--- src/rtl/halt_seq_pkg.sv ---
package halt_seq_pkg;
    typedef enum logic [1:0] {
        ST_RUN    = 2'd0,
        ST_HALT   = 2'd1,
        ST_SETTLE = 2'd2,
        ST_RESUME = 2'd3
    } hs_state_e;

    localparam logic [1:0] MASK_ENABLED = 2'b10;
endpackage

--- src/rtl/wake_arb.sv ---
module wake_arb #(
    parameter int                NUM_WAKE = 4,
    parameter logic [NUM_WAKE-1:0] WAKE_EN  = '1
) (
    input  logic [NUM_WAKE-1:0] wake_irq,
    input  logic                wake_rst,
    output logic                wake_any,
    output logic                cause_irq
);
    logic [NUM_WAKE-1:0] gated;

    for (genvar g = 0; g < NUM_WAKE; g++) begin : g_gate
        if (WAKE_EN[g]) begin : g_on
            assign gated[g] = wake_irq[g];
        end else begin : g_off
            assign gated[g] = 1'b0;
        end
    end

    always_comb begin
        wake_any  = wake_rst | (|gated);
        cause_irq = ~wake_rst & (|gated);
    end

    // reset presence always removes the interrupt cause
    always_comb begin
        if (wake_rst) a_rst_prio_r8: assert (!cause_irq);
    end
endmodule

--- src/rtl/osc_settle_cnt.sv ---
module osc_settle_cnt #(
    parameter int SHORT_CYC = 256,
    parameter int LONG_CYC  = 4096
) (
    input  logic clk,
    input  logic rst_n,
    input  logic load,
    input  logic long_sel,
    input  logic run,
    output logic done
);
    localparam int CNT_W = $clog2(LONG_CYC);

    typedef struct packed {
        logic [CNT_W-1:0] cnt;
    } cnt_s;

    cnt_s r_d, r_q;

    always_comb begin
        r_d = r_q;
        if (load) begin
            r_d.cnt = long_sel ? CNT_W'(LONG_CYC - 1) : CNT_W'(SHORT_CYC - 1);
        end else if (run && r_q.cnt != '0) begin
            r_d.cnt = r_q.cnt - 1'b1;
        end
        done = (r_q.cnt == '0);
    end

    always_ff @(posedge clk or negedge rst_n) begin
        if (!rst_n) r_q <= '0;
        else        r_q <= r_d;
    end

    // the count never moves while not running or loading
    p_cnt_hold_r6: assert property (@(posedge clk) disable iff (!rst_n)
        (!load && !run) |=> $stable(r_q.cnt));
endmodule

--- src/rtl/halt_seq.sv ---
module halt_seq
    import halt_seq_pkg::*;
#(
    parameter int                  NUM_WAKE  = 4,
    parameter logic [NUM_WAKE-1:0] WAKE_EN   = '1,
    parameter int                  SHORT_CYC = 256,
    parameter int                  LONG_CYC  = 4096
) (
    input  logic                clk,
    input  logic                rst_n,
    input  logic                halt_req,
    input  logic                osc_irq_en,
    input  logic [NUM_WAKE-1:0] wake_irq,
    input  logic                wake_rst,
    input  logic                wdg_en,
    input  logic                wdg_halt_ok,
    input  logic                long_settle,
    output logic                osc_on,
    output logic                cpu_clk_en,
    output logic                mask_force_vld,
    output logic [1:0]          mask_force,
    output logic                wdg_rst_req,
    output logic                resume,
    output logic                resume_irq
);
    typedef struct packed {
        hs_state_e st;
        logic      cause_irq;
        logic      mask_pulse;
        logic      wdg_pulse;
    } hs_reg_s;

    hs_reg_s r_d, r_q;

    logic wake_any, wake_cause_irq, settle_done;
    logic halt_try, wdg_block, load_cnt;

    wake_arb #(.NUM_WAKE(NUM_WAKE), .WAKE_EN(WAKE_EN)) u_arb (
        .wake_irq (wake_irq),
        .wake_rst (wake_rst),
        .wake_any (wake_any),
        .cause_irq(wake_cause_irq)
    );

    osc_settle_cnt #(.SHORT_CYC(SHORT_CYC), .LONG_CYC(LONG_CYC)) u_cnt (
        .clk     (clk),
        .rst_n   (rst_n),
        .load    (load_cnt),
        .long_sel(long_settle),
        .run     (r_q.st == ST_SETTLE),
        .done    (settle_done)
    );

    always_comb begin
        r_d            = r_q;
        r_d.mask_pulse = 1'b0;
        r_d.wdg_pulse  = 1'b0;
        halt_try       = halt_req && !osc_irq_en;
        wdg_block      = wdg_en && !wdg_halt_ok;
        load_cnt       = 1'b0;
        unique case (r_q.st)
            ST_RUN: begin
                if (halt_try && wdg_block) begin
                    r_d.wdg_pulse = 1'b1;
                end else if (halt_try) begin
                    r_d.st         = ST_HALT;
                    r_d.mask_pulse = 1'b1;
                end
            end
            ST_HALT: begin
                if (wake_any) begin
                    r_d.st        = ST_SETTLE;
                    r_d.cause_irq = wake_cause_irq;
                    load_cnt      = 1'b1;
                end
            end
            ST_SETTLE: begin
                if (settle_done) r_d.st = ST_RESUME;
            end
            ST_RESUME: r_d.st = ST_RUN;
            default:   r_d.st = ST_RUN;
        endcase
    end

    always_ff @(posedge clk or negedge rst_n) begin
        if (!rst_n) begin
            r_q <= '{st: ST_RUN, cause_irq: 1'b0, mask_pulse: 1'b0, wdg_pulse: 1'b0};
        end else begin
            r_q <= r_d;
        end
    end

    always_comb begin
        osc_on         = (r_q.st != ST_HALT);
        cpu_clk_en     = (r_q.st == ST_RUN) || (r_q.st == ST_RESUME);
        mask_force_vld = r_q.mask_pulse;
        mask_force     = MASK_ENABLED;
        wdg_rst_req    = r_q.wdg_pulse;
        resume         = (r_q.st == ST_RESUME);
        resume_irq     = r_q.cause_irq;
    end

    p_enter_r1: assert property (@(posedge clk) disable iff (!rst_n)
        (r_q.st == ST_RUN && halt_req && !osc_irq_en && !(wdg_en && !wdg_halt_ok))
        |=> (r_q.st == ST_HALT));

    p_mask_at_entry_r2: assert property (@(posedge clk) disable iff (!rst_n)
        mask_force_vld |-> (r_q.st == ST_HALT && $past(r_q.st) == ST_RUN));

    p_pending_wake_r3: assert property (@(posedge clk) disable iff (!rst_n)
        (r_q.st == ST_HALT && |(wake_irq & WAKE_EN)) |=> (r_q.st == ST_SETTLE));

    p_halt_holds_r4: assert property (@(posedge clk) disable iff (!rst_n)
        (r_q.st == ST_HALT && !wake_any) |=> (!osc_on && !cpu_clk_en));

    p_osc_on_wake_r5: assert property (@(posedge clk) disable iff (!rst_n)
        (r_q.st == ST_HALT && wake_any) |=> (osc_on && !cpu_clk_en));

    p_resume_pulse_r7: assert property (@(posedge clk) disable iff (!rst_n)
        resume |=> (!resume && cpu_clk_en && osc_on));

    p_rst_wins_r8: assert property (@(posedge clk) disable iff (!rst_n)
        (r_q.st == ST_HALT && wake_rst) |=> !resume_irq);

    p_wdg_convert_r9: assert property (@(posedge clk) disable iff (!rst_n)
        (r_q.st == ST_RUN && halt_req && !osc_irq_en && wdg_en && !wdg_halt_ok)
        |=> (wdg_rst_req && r_q.st == ST_RUN));

    p_oie_ignore_r10: assert property (@(posedge clk) disable iff (!rst_n)
        (r_q.st == ST_RUN && halt_req && osc_irq_en) |=> (r_q.st == ST_RUN && !mask_force_vld));
endmodule

--- config.mk ---
export PLATFORM = sky130hd
export DESIGN_NAME = halt_seq
export DESIGN_NICKNAME = d
export VERILOG_FILES = /design/src/rtl/halt_seq_pkg.sv /design/src/rtl/wake_arb.sv /design/src/rtl/osc_settle_cnt.sv /design/src/rtl/halt_seq.sv
export SDC_FILE = /design/constraint.sdc
export NUM_CORES = 1
export LEC_CHECK = 0
export ABC_AREA = 1
export BUFFER_PORTS_ARGS = -buffer_cell sky130_fd_sc_hd__buf_4
export CORE_ASPECT_RATIO = 1.1
export CORE_MARGIN = 4
export CORE_UTILIZATION = 55
export DETAILED_ROUTE_END_ITERATION = 7
export GPL_TIMING_DRIVEN = 0
export PLACE_DENSITY = 0.78
export SLEW_MARGIN = 20
export SYNTH_ARGS = -nofsm -noshare
export SYNTH_HDL_FRONTEND = slang
export SYNTH_HIERARCHICAL = 1
export SYNTH_SLANG_ARGS = --single-unit
export TNS_END_PERCENT = 100
--- constraint.sdc ---
create_clock -name clk -period 3.6 [get_ports clk]
set_clock_uncertainty 0.05 [all_clocks]
set_input_delay 0.18 -clock clk [delete_from_list [all_inputs] [get_ports clk]]
set_output_delay 0.18 -clock clk [all_outputs]
set_load 0.03 [all_outputs]
==> impl_metrics.ini, run 1 <==
[routing]
firstDrtPassIters = 5
antenna_left = 0
drc_errors = 0
wire_per_inst_um = 11.4
drt-total-wl_um = 2470
vias = 1079
drt_iter0_drc = 15
vias_per_cell = 4.97

[synth]
synth_area_leaders = dfrtp_1 35%, nand2_1 14%, nand3_1 7.5%, ha_1 7.3%, inv_1 7.2%
synth_cell_types = 25
avgSynthCellArea_um2 = 7.24
ys_seq_area_frac = 0.354
synth_area_leader_cell = dfrtp_1
syn_area_um2 = 1200
ys_seq_elements = 17
yosysWarnings = 6
yosysTopAreaCellShare = 0.354
syn_inst = 166
synth.net_count = 185

[global_route]
gr-total-overflow = 0
grt_first_pass_wirelength_um = 4570
grt_usage = 0.195
grt_pass1_vias = 1127
grt_max_degree = 18
grt_antenna_before_repair = 0

[sta]
period_share = 0.573
hold_violations = 0
worst_hold_slack_ns = 0.0727
timing.fmax_mhz = 485
slew_viol_final = 0
finalSetupTns_ns = 0
min_period_ns = 2.06
rsz0062_at_grt = no
finalSetupViolCount = 0

[run_status]
status = finished clean

[worst_setup_path]
critPathMaxFanout = 10
crit_slowest_cell = dfrtp_1
start_kind = flop
crit_buf_inv = 4
crit_type = flop to flop
cp_data_required_time_ns = 3.78
worstSetupEndpointType = flop
cp_top_family = buffers and inverters
arrival_ns = 2.25
critPathMaxStageDelay_ns = 0.43
path_cells = inv_1 -> ha_1 -> nand2_1 -> inv_1 -> clkinv_1 -> nand2_4 -> buf_6 -> o21ai_1 -> nand2_1

[clock_network]
cts_tree = built
ctsRootBufferMaster = clkbuf_4
path_clk_slew_ns = 0.10
cts_setup_buffers = 0
clockBufferDepth = 2
htreeDepth = 1
hold_buffers = 2
clock_latency_ns = 0.29
numCtsBuffers = 3
cts_resized = 0
cts_sinks = 17

[placement]
dpl.hpwl_um = 1940
gp_congestion = 0.804
io_buffers = 17
dpl-instance-area_um2 = 1370

[layout]
fill_cells = 185
final_cell_mix = 46 x nand2_1, 23 x inv_1, 19 x buf_4, 18 x nand3_1, 17 x dfrtp_1
num_antenna_cells = 0
syn2layout_area_growth_pct = 17.4
postLayoutCellArea_um2 = 1410
drive_above_1_share = 0.228
mostFrequentLayoutCell = nand2_1
finalNetCount = 209

[floorplanning]
die_y_um = 57.0
num_rows = 17
io_pins = 20
floorplan.initialDensity = 0.589
die_w_um = 52.6
die_area_um2 = 3000
core_area_um2 = 2040

[power_and_ir_drop]
p_leak_uw = 0.000748
power_density_nw_per_um2 = 861
ir_drop_mv = 0.720

[worst_hold_path]
min_path_type = input port to flop

[flow_run]
drv_cap = 0
[path summary, 6_finish.rpt]
path | slack [ns] | cells past startpoint | to | start
max in group asynchronous | 3.08 | 2 | u_cnt/r_q[1] | rst_n
hold reg to reg | 0.45 | 2 | resume_irq | resume_irq
setup / recovery | 1.54 | 9 | u_cnt/r_q[3] | flop
setup reg to reg | 1.54 | 9 | u_cnt/r_q[3] | flop
hold / removal | 0.07 | 4 | resume_irq | wake_rst
min in group asynchronous | 0.23 | 2 | u_cnt/r_q[5] | rst_n
[worst register-to-register path, stage by stage (launching register included)]
cell and delay [ns]:
dfrtp_1 0.43, inv_1 0.12, ha_1 0.20, nand2_1 0.08, inv_1 0.23, clkinv_1 0.37, nand2_4 0.21, buf_6 0.17
o21ai_1 0.08, nand2_1 0.07
[cells in the mapped netlist, drive strengths merged]
cell type  count
nand4          3
nor4           2
ha             7
inv           25
xnor2          2
o21ai         11
nor2          18
conb           2
nand3b         1
nand3         18
or2            1
nand2         53
dfrtp         17
a21oi          1
clkinv         1
buf            3
xor2           1
[registers in the layout (all words and copies together), names as in the netlist, named ones only]
name and count:
mask_force_vld 1, r_q 1, wdg_rst_req 1, u_cnt/r_q 12
resume_irq 1
[power by group]
part / internal (uW) / leakage (uW) / switching (uW)
sequential: 281 / 0.000208 / 88.0
combinational: 276 / 0.000525 / 466
clock: 43.1 / 0.0000150 / 61.5
total: 600 / 0.000748 / 616
[logic make-up after synthesis]
group | synth area share
AND/OR/NAND/NOR | 0.374
buffers and inverters | 0.103
flip-flops | 0.354
AO/OA/AOI/OAI | 0.0687
adder cells (fa/ha/maj) | 0.0728
XOR/XNOR | 0.0219
other | 0.00625
[routing by layer]
metal | share of wire | track usage | vias up
met5 | 0 | 0 | -
met4 | 0.0053 | 0.0766 | 0
met2 | 0.54 | 0.356 | 21
li1 | - | - | 558
met3 | 0.029 | 0.0235 | 2
met1 | 0.42 | 0.225 | 498
[final cells by class]
cell class | count | area [um^2] | area share
Timing Repair Buffer | 19 | 148 | 0.105
Tap cell | 28 | 35.0 | 0.0248
Clock buffer | 4 | 26.3 | 0.0186
Buffer | 3 | 26.3 | 0.0186
Multi-Input combinational cell | 120 | 653 | 0.463
Inverter | 26 | 97.6 | 0.0691
Sequential cell | 17 | 425 | 0.301
[metrics by stage]
step	instances	worst slack, ns	total power (uW)	utilization
after floorplan	166	1.98	937	-
after global placement	211	1.66	1080	0.669
after detailed placement	211	1.55	1110	0.669
after CTS	217	1.53	1220	0.691
after global routing	217	1.38	1340	0.691
final	217	1.54	1220	0.691
Note: power is estimated with default switching activity, not from simulation.
==> run 2: changes to the inputs <==
CORE_UTILIZATION = 50   (was 55)
PLACE_DENSITY = 0.75   (was 0.78)
clock period = 1.7 ns   (was 3.6 ns; I/O delays follow)
==> run 2 against run 1 <==
  * Fmax grew 31%
  * Sequential share of layout area shrank 1.5 points
  * Routed wire length grew 7.5%
  * Largest power group unchanged
  * Sequential cell count is the same
==> impl_metrics.ini, run 2 (synthesis results as in run 1) <==
[sta]
rsz0062_at_grt = yes
period_share = 0.923
finalSetupViolCount = 0
min_period_ns = 1.57
timing.fmax_mhz = 637
finalSetupTns_ns = 0
slew_viol_final = 0
hold_violations = 0

[global_route]
grt_max_degree = 18
grt_pass1_vias = 1166
grt_usage = 0.198
gr-total-overflow = 0
grt_first_pass_wirelength_um = 4690
grt_antenna_before_repair = 0

[clock_network]
cts_tree = built
numCtsBuffers = 3
ctsRootBufferMaster = clkbuf_4
path_clk_slew_ns = 0.10
htreeDepth = 1
clock_latency_ns = 0.29
cts_sinks = 17
clockBufferDepth = 2

[routing]
vias_per_cell = 5.12
drc_errors = 0
antenna_left = 0
drt_iter0_drc = 24
drt-total-wl_um = 2650
wire_per_inst_um = 11.8
firstDrtPassIters = 4
vias = 1152

[power_and_ir_drop]
p_sw_uw = 1350
power_density_nw_per_um2 = 1800
p_leak_uw = 0.000771
power_uw = 2680
p_int_uw = 1340
pwr-share-clk = 0.083
swShare = 0.502
seqPwrFrac = 0.294
ir_drop_mv = 1.10
p_comb_frac = 0.623

[layout]
num_antenna_cells = 0
finalNetCount = 215
fill_cells = 204
syn2layout_area_growth_pct = 23.7
regMostFlops = u_cnt/r_q
postLayoutCellArea_um2 = 1490
final_cell_mix = 46 x nand2_1, 22 x buf_4, 20 x inv_1, 18 x nand3_1, 17 x dfrtp_1
largest_register_ffs = 12
drive_above_1_share = 0.277
mostFrequentLayoutCell = nand2_1

[worst_setup_path]
worstSetupEndpointType = flop
crit_buf_inv = 4
cp_top_family = buffers and inverters
path_cells = inv_1 -> ha_2 -> nand2_1 -> inv_4 -> clkinv_4 -> nand2_4 -> buf_6 -> o21ai_1 -> nand2_1
cp_common_cell = nand2_1
critPathMaxStageDelay_ns = 0.43
crit_slowest_cell = dfrtp_1
reg2reg_slack_ns = 0.13
critPathMaxFanout = 10
start_kind = flop
arrival_ns = 1.76
crit_type = flop to flop
cp_data_required_time_ns = 1.89

[floorplanning]
num_rows = 18
die_w_um = 54.8
core_area_um2 = 2270
die_area_um2 = 3250
die_y_um = 59.4
floorplan.initialDensity = 0.529
io_pins = 20

[worst_hold_path]
min_path_type = input port to flop

[placement]
dpl-instance-area_um2 = 1370
io_buffers = 17
dpl.hpwl_um = 2040
gp_congestion = 0.801

[flow_run]
drv_cap = 0

[run_status]
status = finished clean
-- run 2: tightest hold or removal path, delay by kind of cell --
kind / cells / cell delay, ns
buf+inv: 1 / 0.11
simple gates: 2 / 0.13
-- run 2: power groups by stage --
stage / sequential [uW] / combinational [uW] / clock [uW]
5_1_grt: 812 / 1880 / 249
4_1_cts: 780 / 1600 / 232
2_1_floorplan: 779 / 1200 / 0
3_5_place_dp: 789 / 1570 / 0
3_3_place_gp: 781 / 1500 / 0
6_report: 789 / 1670 / 222
-- run 2: cell type report --
class	instances	area, um^2	area share
flip-flops and latches	17	425	0.286
clock buffers	4	26.3	0.0177
multi-input cells	120	667	0.448
repair buffers	25	200	0.135
inverters	26	105	0.0706
plain buffers	3	26.3	0.0177
well taps	30	37.5	0.0252
-- run 2: timing repair --
action | in CTS | in global routing
setup buffers | 0 | 3
endpoints found under the setup margin | 12 | 13
hold buffers | 5 | 0
gates resized for setup | 3 | 7
endpoints found under the hold margin | 19 | 0
-- run 2: worst paths after layout --
kind	cells after the start	end	startpoint
max in group asynchronous	2	u_cnt/r_q[10]	rst_n
min in group asynchronous	2	u_cnt/r_q[4]	rst_n
worst max register to register	9	u_cnt/r_q[4]	flop
worst min register to register	2	resume_irq	resume_irq
worst max-delay path	9	u_cnt/r_q[4]	flop
worst min-delay path	3	wdg_rst_req	wdg_en
-- run 2: layer usage --
metal	share of wire	GRT usage
met1	0.36	0.197
met2	0.57	0.377
met3	0.046	0.0277
met4	0.021	0.103
met5	0	0
-- run 2: stage by stage --
stage	setup slack, ns	cells	util	hold slack (ns)
2_1_floorplan	0.0780	166	-	-0.261
3_3_place_gp	-0.228	213	0.601	-0.0914
3_5_place_dp	-0.270	213	0.601	-0.0883
4_1_cts	0.0289	222	0.637	0.00189
5_1_grt	-0.0150	225	0.654	0.0166
6_report	0.131	225	0.654	0.0116
==> run 3: changes to the inputs <==
ABC_AREA = 0   (was 1)
CORE_UTILIZATION = 48   (was 50)
PLACE_DENSITY = 0.73   (was 0.75)
==> run 3 against run 2 <==
  * Via count down 18%
  * Synthesized area down 11%
  * Clock-buffer cell count unchanged
  * The flow now finishes with violations (negative setup slack)
  * Setup slack worse by 0.61 ns
==> impl_metrics.ini, run 3 <==
[floorplanning]
core_area_um2 = 2060
floorplan.initialDensity = 0.522
die_y_um = 57.7
die_w_um = 53.1
io_pins = 20
num_rows = 17
die_area_um2 = 3060

[layout]
finish.utilization = 0.709
mostFrequentLayoutCell = buf_4
final_cell_mix = 31 x buf_4, 16 x dfrtp_1, 7 x inv_1
syn2layout_area_growth_pct = 35.9
finalNetCount = 163
drive_above_1_share = 0.413
regMostFlops = u_cnt/r_q
num_antenna_cells = 0
largest_register_ffs = 12
fill_cells = 153

[synth]
synthAdderAreaFrac = 0.0814
yosysMostFrequentCell = dfrtp_1
synth_simple_gate_area_share = 0.264
avgSynthCellArea_um2 = 10.2
synth_xor_area_frac = 0.00814
synth.net_count = 125
synth_commonest_cells = 17 x dfrtp_1, 9 x inv_1, 7 x ha_1, 7 x nor2_1, 7 x or3_1
synth-async-reset-ratio = 1.00
ys_seq_area_frac = 0.395
synth_area_leaders = dfrtp_1 40%, ha_1 8.1%, o31ai_1 4.2%, or4_1 4.2%, or3_1 4.1%
ys_seq_elements = 17
synth_top_family_by_area = simple AND/OR/NAND/NOR gates
synth_flop_cell = dfrtp_1
synthMuxAreaShare = 0.0244
syn_inst = 106
synth_area_leader_cell = dfrtp_1
yosysWarnings = 6
syn_area_um2 = 1080
synth_compound_area_frac = 0.152
synth_cell_types = 41
yosysTopAreaCellShare = 0.395
synth_edf_count = 0

[global_route]
grt_antenna_before_repair = 0
grt_max_degree = 18
grt_usage = 0.182
grt_first_pass_wirelength_um = 4170
grt_pass1_vias = 969
gr-total-overflow = 0

[clock_network]
ctsRootBufferMaster = clkbuf_4
cts_sinks = 17
clock_latency_ns = 0.30
clockBufferDepth = 2
cts_tree = built
path_clk_slew_ns = 0.11
numCtsBuffers = 3
htreeDepth = 1

[power_and_ir_drop]
power_uw = 1930
power_density_nw_per_um2 = 1320
ir_drop_mv = 0.766
p_leak_uw = 0.000609

[placement]
io_buffers = 17
gp_congestion = 0.812
dpl.hpwl_um = 1680

[sta]
worst_hold_slack_ns = 0.0239
min_period_ns = 2.18
timing.fmax_mhz = 458
setup_slack_ns = -0.482
hold_violations = 0
rsz0062_at_grt = yes
finalSetupViolCount = 14
period_share = 1.28
slew_viol_final = 0

[routing]
vias = 948
antenna_left = 0
wire_per_inst_um = 14.8
drt-total-wl_um = 2540
vias_per_cell = 5.54
drc_errors = 0
drt_iter0_drc = 8
firstDrtPassIters = 4

[worst_setup_path]
cp_top_family = simple AND/OR/NAND/NOR gates
cp_data_required_time_ns = 1.89
path_cells = or4_4 -> or4b_4 -> or4_1 -> a31oi_1
crit_buf_inv = 0
crit_slowest_cell = or4_4
worstSetupEndpointType = flop
critPathMaxFanout = 4
critPathMaxStageDelay_ns = 0.55
start_kind = flop
crit_type = flop to flop
arrival_ns = 2.37

[flow_run]
drv_cap = 0

[run_status]
failed_checks = negative setup slack
status = complete, but fails checks

[worst_hold_path]
min_path_type = input port to flop
==> run 3: area by class of cell <==
class	count	area, um^2	share of cell area
Timing Repair Buffer	34	279	0.191
Tap cell	28	35.0	0.0240
Multi-Input combinational cell	74	628	0.429
Buffer	5	33.8	0.0231
Sequential cell	17	427	0.292
Clock buffer	4	26.3	0.0180
Inverter	9	33.8	0.0231
==> run 3: worst reg2reg max path, cell delays in order, from the launching register on <==
cell and delay [ns]:
dfrtp_1 0.40, or4_4 0.55, or4b_4 0.54, or4_1 0.41, a31oi_1 0.16
==> run 3: report_power, final <==
part,switching (uW),internal [uW],leakage (uW)
sequential,109,516,0.000179
combinational,568,506,0.000415
clock,142,91.6,0.0000150
==> run 3: per-layer routing <==
metal	up-vias	global-route usage	routed length, um
met2	21	0.339	1330
met4	0	0.0766	33
met1	466	0.203	1070
met3	2	0.0231	108
li1	459	-	-
met5	-	0	0
==> run 3: worst paths after layout <==
kind                         startpoint             end  slack, ns  cells after the start
max                        u_cnt/r_q[4]   u_cnt/r_q[11]      -0.48                      4
min                          osc_irq_en  mask_force_vld       0.02                      3
max reg2reg                u_cnt/r_q[4]   u_cnt/r_q[11]      -0.48                      4
min reg2reg                  resume_irq      resume_irq       0.48                      1
max in group asynchronous         rst_n          r_q[3]       1.26                      2
min in group asynchronous         rst_n   u_cnt/r_q[11]       0.12                      2
==> run 3: kinds of logic after synthesis <==
logic type                 count (synthesis)
muxes                                      2
xor gates and xnor gates                   1
and+or+nand+nor                           42
other                                      2
DFF                                       17
adders and majority gates                  7
AOI/OAI and AO/OA                         20
buffers and inverters                     15
==> run 3: metrics by stage <==
stage / std cells / setup slack, ns / setup TNS [ns] / instance area (um^2)
finish: 171 / -0.482 / -5.46 / 1460
global route: 171 / -0.546 / -6.47 / 1460
CTS: 167 / -0.504 / -5.65 / 1420
detailed placement: 151 / -0.640 / -5.46 / 1280
global placement: 151 / -0.604 / -5.14 / 1280
floorplan: 106 / -0.534 / -3.49 / 1120
==> run 3: timing repair <==
| action | in CTS | in global routing |
|---|---|---|
| hold buffers | 3 | 0 |
| buffers inserted | 10 | 4 |
| endpoints found under the setup margin | 14 | 14 |
| resized for setup | 2 | 4 |
| hold endpoints to repair | 18 | 0 |
| gates cloned | 0 | 0 |
| pin swaps | 6 | 6 |
